==> src/rtl/gpb_pkg.sv <==
package gpb_pkg;
  localparam int unsigned DW = 32;
  localparam int unsigned AW = 12;
  localparam logic [AW-1:0] OFS_REV  = 12'h000;
  localparam logic [AW-1:0] OFS_DIR  = 12'h134;
  localparam logic [AW-1:0] OFS_PIN  = 12'h138;
  localparam logic [AW-1:0] OFS_LAT  = 12'h13C;
  localparam logic [AW-1:0] OFS_CLR  = 12'h190;
  localparam logic [AW-1:0] OFS_SET  = 12'h194;
  localparam logic [DW-1:0] REV_WORD = 32'h5060_0801;

  typedef enum logic [2:0] {
    SEL_NONE, SEL_REV, SEL_DIR, SEL_PIN, SEL_LAT, SEL_ALIAS
  } reg_sel_e;

  function automatic reg_sel_e decode(input logic [AW-1:0] a);
    case (a)
      OFS_REV:          return SEL_REV;
      OFS_DIR:          return SEL_DIR;
      OFS_PIN:          return SEL_PIN;
      OFS_LAT:          return SEL_LAT;
      OFS_CLR, OFS_SET: return SEL_ALIAS;
      default:          return SEL_NONE;
    endcase
  endfunction
endpackage

==> src/rtl/gpb_sync.sv <==
module gpb_sync #(
  parameter int unsigned W      = 32,
  parameter int unsigned STAGES = 2
) (
  input  logic         clk_i,
  input  logic         rst_ni,
  input  logic [W-1:0] d_i,
  output logic [W-1:0] q_o
);
  logic [W-1:0] stg [STAGES];

  for (genvar s = 0; s < STAGES; s++) begin : g_stage
    always_ff @(posedge clk_i or negedge rst_ni) begin
      if (!rst_ni) stg[s] <= '0;
      else if (s == 0) stg[s] <= d_i;
      else stg[s] <= stg[(s == 0) ? 0 : s-1];
    end
  end

  assign q_o = stg[STAGES-1];
endmodule

==> src/rtl/gpb_regs.sv <==
module gpb_regs #(
  parameter int unsigned W = 32
) (
  input  logic         clk_i,
  input  logic         rst_ni,
  input  logic         wr_dir_i,
  input  logic         wr_lat_i,
  input  logic [W-1:0] set_mask_i,
  input  logic [W-1:0] clr_mask_i,
  input  logic [W-1:0] wdata_i,
  output logic [W-1:0] dir_o,
  output logic [W-1:0] lat_o
);
  always_ff @(posedge clk_i or negedge rst_ni) begin
    if (!rst_ni) dir_o <= '1;
    else if (wr_dir_i) dir_o <= wdata_i;
  end

  // clear applied after set: clear wins on a shared bit
  always_ff @(posedge clk_i or negedge rst_ni) begin
    if (!rst_ni) lat_o <= '0;
    else if (wr_lat_i) lat_o <= wdata_i;
    else lat_o <= (lat_o | set_mask_i) & ~clr_mask_i;
  end
endmodule

==> src/rtl/gpb_rdmux.sv <==
module gpb_rdmux
  import gpb_pkg::*;
#(
  parameter int unsigned W = 32
) (
  input  reg_sel_e      sel_i,
  input  logic [W-1:0]  dir_i,
  input  logic [W-1:0]  lat_i,
  input  logic [W-1:0]  pin_i,
  output logic [DW-1:0] data_o
);
  always_comb begin
    data_o = '0;
    case (sel_i)
      SEL_REV: data_o = REV_WORD;
      SEL_DIR: data_o[W-1:0] = dir_i;
      SEL_PIN: data_o[W-1:0] = pin_i;
      SEL_LAT: data_o[W-1:0] = lat_i;
      default: data_o = '0;
    endcase
  end
endmodule

==> src/rtl/gpio_bank.sv <==
module gpio_bank
  import gpb_pkg::*;
#(
  parameter int unsigned NPINS       = 32,
  parameter int unsigned SYNC_STAGES = 2
) (
  input  logic             clk_i,
  input  logic             rst_ni,
  input  logic             req_valid_i,
  input  logic             req_write_i,
  input  logic [AW-1:0]    req_addr_i,
  input  logic [DW-1:0]    req_wdata_i,
  output logic             rd_valid_o,
  output logic [DW-1:0]    rd_data_o,
  input  logic [NPINS-1:0] pad_in_i,
  output logic [NPINS-1:0] pad_oe_o,
  output logic [NPINS-1:0] pad_out_o
);
  reg_sel_e         sel;
  logic             wr, rd;
  logic [NPINS-1:0] dir, lat, pin, set_mask, clr_mask, wdata;
  logic [DW-1:0]    rd_word;

  assign sel      = decode(req_addr_i);
  assign wr       = req_valid_i & req_write_i;
  assign rd       = req_valid_i & ~req_write_i;
  assign wdata    = req_wdata_i[NPINS-1:0];
  assign set_mask = (wr && req_addr_i == OFS_SET) ? wdata : '0;
  assign clr_mask = (wr && req_addr_i == OFS_CLR) ? wdata : '0;

  gpb_sync #(.W(NPINS), .STAGES(SYNC_STAGES)) u_sync (
    .clk_i, .rst_ni, .d_i(pad_in_i), .q_o(pin)
  );

  gpb_regs #(.W(NPINS)) u_regs (
    .clk_i, .rst_ni,
    .wr_dir_i  (wr && sel == SEL_DIR),
    .wr_lat_i  (wr && sel == SEL_LAT),
    .set_mask_i(set_mask),
    .clr_mask_i(clr_mask),
    .wdata_i   (wdata),
    .dir_o     (dir),
    .lat_o     (lat)
  );

  gpb_rdmux #(.W(NPINS)) u_rdmux (
    .sel_i(sel), .dir_i(dir), .lat_i(lat), .pin_i(pin), .data_o(rd_word)
  );

  always_ff @(posedge clk_i or negedge rst_ni) begin
    if (!rst_ni) begin
      rd_valid_o <= 1'b0;
      rd_data_o  <= '0;
    end else begin
      rd_valid_o <= rd;
      rd_data_o  <= rd ? rd_word : '0;
    end
  end

  assign pad_oe_o  = ~dir;
  assign pad_out_o = lat;
endmodule

==> config.mk <==
export PLATFORM = sky130hd
export DESIGN_NAME = gpio_bank
export DESIGN_NICKNAME = d
export VERILOG_FILES = /design/src/rtl/gpb_pkg.sv /design/src/rtl/gpb_sync.sv /design/src/rtl/gpb_regs.sv /design/src/rtl/gpb_rdmux.sv /design/src/rtl/gpio_bank.sv
export SDC_FILE = /design/constraint.sdc
export NUM_CORES = 1
export LEC_CHECK = 0
export BUFFER_PORTS_ARGS = -buffer_cell sky130_fd_sc_hd__buf_2
export CAP_MARGIN = 25
export CORE_ASPECT_RATIO = 0.6
export CORE_MARGIN = 5
export CORE_UTILIZATION = 25
export DETAILED_ROUTE_END_ITERATION = 7
export GPL_ROUTABILITY_DRIVEN = 0
export SKIP_LAST_GASP = 1
export SYNTH_ARGS = -nofsm -noshare
export SYNTH_HDL_FRONTEND = slang
export SYNTH_SLANG_ARGS = --single-unit
export TNS_END_PERCENT = 100
==> constraint.sdc <==
create_clock -name clk_i -period 1.3 [get_ports clk_i]
set_input_delay 0.195 -clock clk_i [delete_from_list [all_inputs] [get_ports clk_i]]
set_output_delay 0.195 -clock clk_i [all_outputs]
set_load 0.005 [all_outputs]
==> flow_summary.toml <==
[routing]
vias = 4826
drc = 0
wl_per_cell_um = 17.90
first_pass_iters = 4
final_antenna_net_count = 0
routed_wl_um = 19430
viasPerCell = 4.444
drtIter0Drc = 257

[synthesis]
synthCells = 467
yosysMostFrequentCell = "dfrtp_1"
ys_seq_elements = 161
synthFlopType = "dfrtp_1"
synth-edff-count = 0
yosys.cell_types.count = 34
synth_area_mm2 = 0.006381
synth_nets = 547
postSynthAreaPerCell_um2 = 13.66
yosysSeqAreaShare_pct = 63.76
synthTopCellsByCount = "129 x dfrtp_1, 61 x mux2_2, 33 x and3_1"
yosys-top-cells-area = "dfrtp_1 51%, dfstp_2 13%, mux2_2 11%"
yosys_warnings = 0
netlist.area_leader.share_pct = 50.59
synth_area_leader_cell = "dfrtp_1"
synthArstFlopShare_pct = 100.0

[floorplan]
dieArea_mm2 = 0.02892
start_util_pct = 25.30
coreArea_mm2 = 0.02522
io_pins = 177
fp-row-count = 45
die_y_um = 133.8
die_x_um = 216.3

[grt]
gr-total-overflow = 0
grt_pass1_wl_um = 30340
grt_pass1_vias = 4970
grt.met1_usage_pct = 19.10
busiest_layer = "met2"
antenna_found_initial = 2
grt_max_degree = 70
grtUsageMet3_pct = 5.269
track_usage_pct = 13.80
use_met2_pct = 20.71

[clocking]
cts_sinks = 161
clk_pin_slew_worst_paths_ns = 0.06
tritoncts = "done"
insertion_delay_ns = 0.44
root_buffer = "clkbuf_16"
cts_max_level = 4
cts_buffers = 17
cts_buffer_depth = 2

[pwr]
total_power_mw = 10.75
p_leak_nw = 4.704
p_int_mw = 8.266
swShare_pct = 23.12
pwr-share-clk_pct = 45.8
powerDensity_mw_per_mm2 = 1142
pwr-share-seq_pct = 48.1
p_comb_share_pct = 6.1
p_sw_mw = 2.486
ir_worst_vdd_mv = 0.7966

[sta]
skew_ns = 0.01116
max_slew_margin_pct = 63.66
setup-tns-final_ns = -5.430
fin_crit_sh_pct = 108.9
setup_viol = 92
finalCriticalPeriod_ns = 1.416
rsz0062_at_grt = "true"
finalMaxSlewViolations = 0
max_freq_mhz = 706.4
whs_ns = 0.02460
finalHoldViolations = 0
fin_ws_ns = -0.1156
tightest_slew_ns = 0.5450

[setup_path]
cp_max_fo = 17
reg2reg_from = "u_regs.lat_o[12]"
critical_path.startpoint = "req_addr_i[6]"
cp.arrival_ns = 1.73
critPathKind = "in -> reg"
cp.required_ns = 1.61
rrSetupSlack_ns = 0.25
endpoint_kind = "register"
start_kind = "primary input"

[hold_path]
holdCritStartpoint = "req_wdata_i[28]"
hold_path_class = "in -> reg"

[placed_design]
dp_hpwl_um = 12790
port_buffers = 176

[cells_and_area]
area_growth_pct = 47.53
nets = 823
drive_gt1_share_pct = 52.65

[outcome]
outcome = "finished with violations"
failed_checks = "setup timing"

[flow_run]
maxCapViolCount = 0
==> per-stage QoR <==
step                      worst slack, ns  util [%]  instances  area (µm²)
after floorplan                   -0.3556         -        467        6509
after detailed placement          -0.5688     31.30        969        7895
after global placement            -0.5656     31.30        969        7895
after global routing              -0.1259     37.31       1085        9412
after CTS                         -0.1008     36.76       1081        9271
final                             -0.1156     37.32       1086        9414
==> path summary, 6_finish.rpt <==
check	depth (start not counted)	endpoint
worst max-delay path	6	u_regs.lat_o[3]
max in group asynchronous	3	u_regs.dir_o[30]
min in group asynchronous	2	u_sync.stg[45]
worst max register to register	3	rd_data_o[12]
worst min-delay path	2	u_regs.lat_o[28]
worst min register to register	0	u_sync.q_o[22]
==> registers in the layout (all words and copies together), names as in the netlist <==
signal	count
rd_data_o	32
u_sync.stg	32
u_regs.dir_o	32
u_regs.lat_o	32
rd_valid_o	1
u_sync.q_o	32
==> per-layer routing <==
layer | wire length (µm) | share of wire [%]
met3 | 1286 | 6.6
met2 | 8639 | 44
met1 | 9337 | 48
met4 | 160 | 0.82
met5 | 11 | 0.057
==> power by group through the flow <==
stage	combinational (mW)	clock [mW]	sequential [mW]
2_1_floorplan	0.157	0	5.25
3_3_place_gp	0.527	0	5.26
3_5_place_dp	0.533	0	5.26
4_1_cts	0.662	5.10	5.17
5_1_grt	0.725	5.34	5.18
6_report	0.655	4.93	5.17
==> cell type report <==
type / count / area [µm²]
antenna: 1 / 2.502
clock buffer: 22 / 474.2
clock inverter: 10 / 102.6
fill: 2448 / 15810
inverter: 32 / 120.1
multi-input combinational: 246 / 2105
sequential: 161 / 4069
tap: 329 / 411.6
timing repair buffer: 285 / 2130
==> layout by cell type (no fill, tap or decap), types with 20 or more instances in the layout <==
master,n
buf_4,46
dfrtp_1,129
mux2_2,44
buf_6,24
buf_2,153
dlygate4sd3_1,50
nor2_1,27
a211o_1,32
dfstp_2,32
inv_2,26
a22oi_1,32
and3_1,30
nor3b_1,32
mux2_4,20
==> what timing repair did <==
item | CTS | global route
buffers inserted | 29 | 4
hold endpoints to repair | 182 | 0
hold buffers | 50 | 0
setup endpoints to repair | 96 | 99
gates resized for setup | 21 | 32
cloned | 1 | 0
==> worst max-delay path, stage by stage <==
cell and delay [ns]:
buf_6 0.09, or4_4 0.55, and4bb_2 0.39, buf_12 0.17, nor3b_1 0.06, a211o_1 0.26
==> kinds of logic (layout without fill, tap and decap cells) <==
| logic type | after synthesis | count (layout) | synth area share (%) |
|---|---|---|---|
| AO/OA/AOI/OAI | 71 | 71 | 8.706 |
| buffers and inverters | 60 | 349 | 4.961 |
| multiplexers | 64 | 64 | 11.29 |
| other | 0 | 1 | 0 |
| AND/OR/NAND/NOR | 111 | 111 | 11.27 |
| flip-flops | 161 | 161 | 63.76 |
No activity file was read; power rests on OpenSTA's default activity.
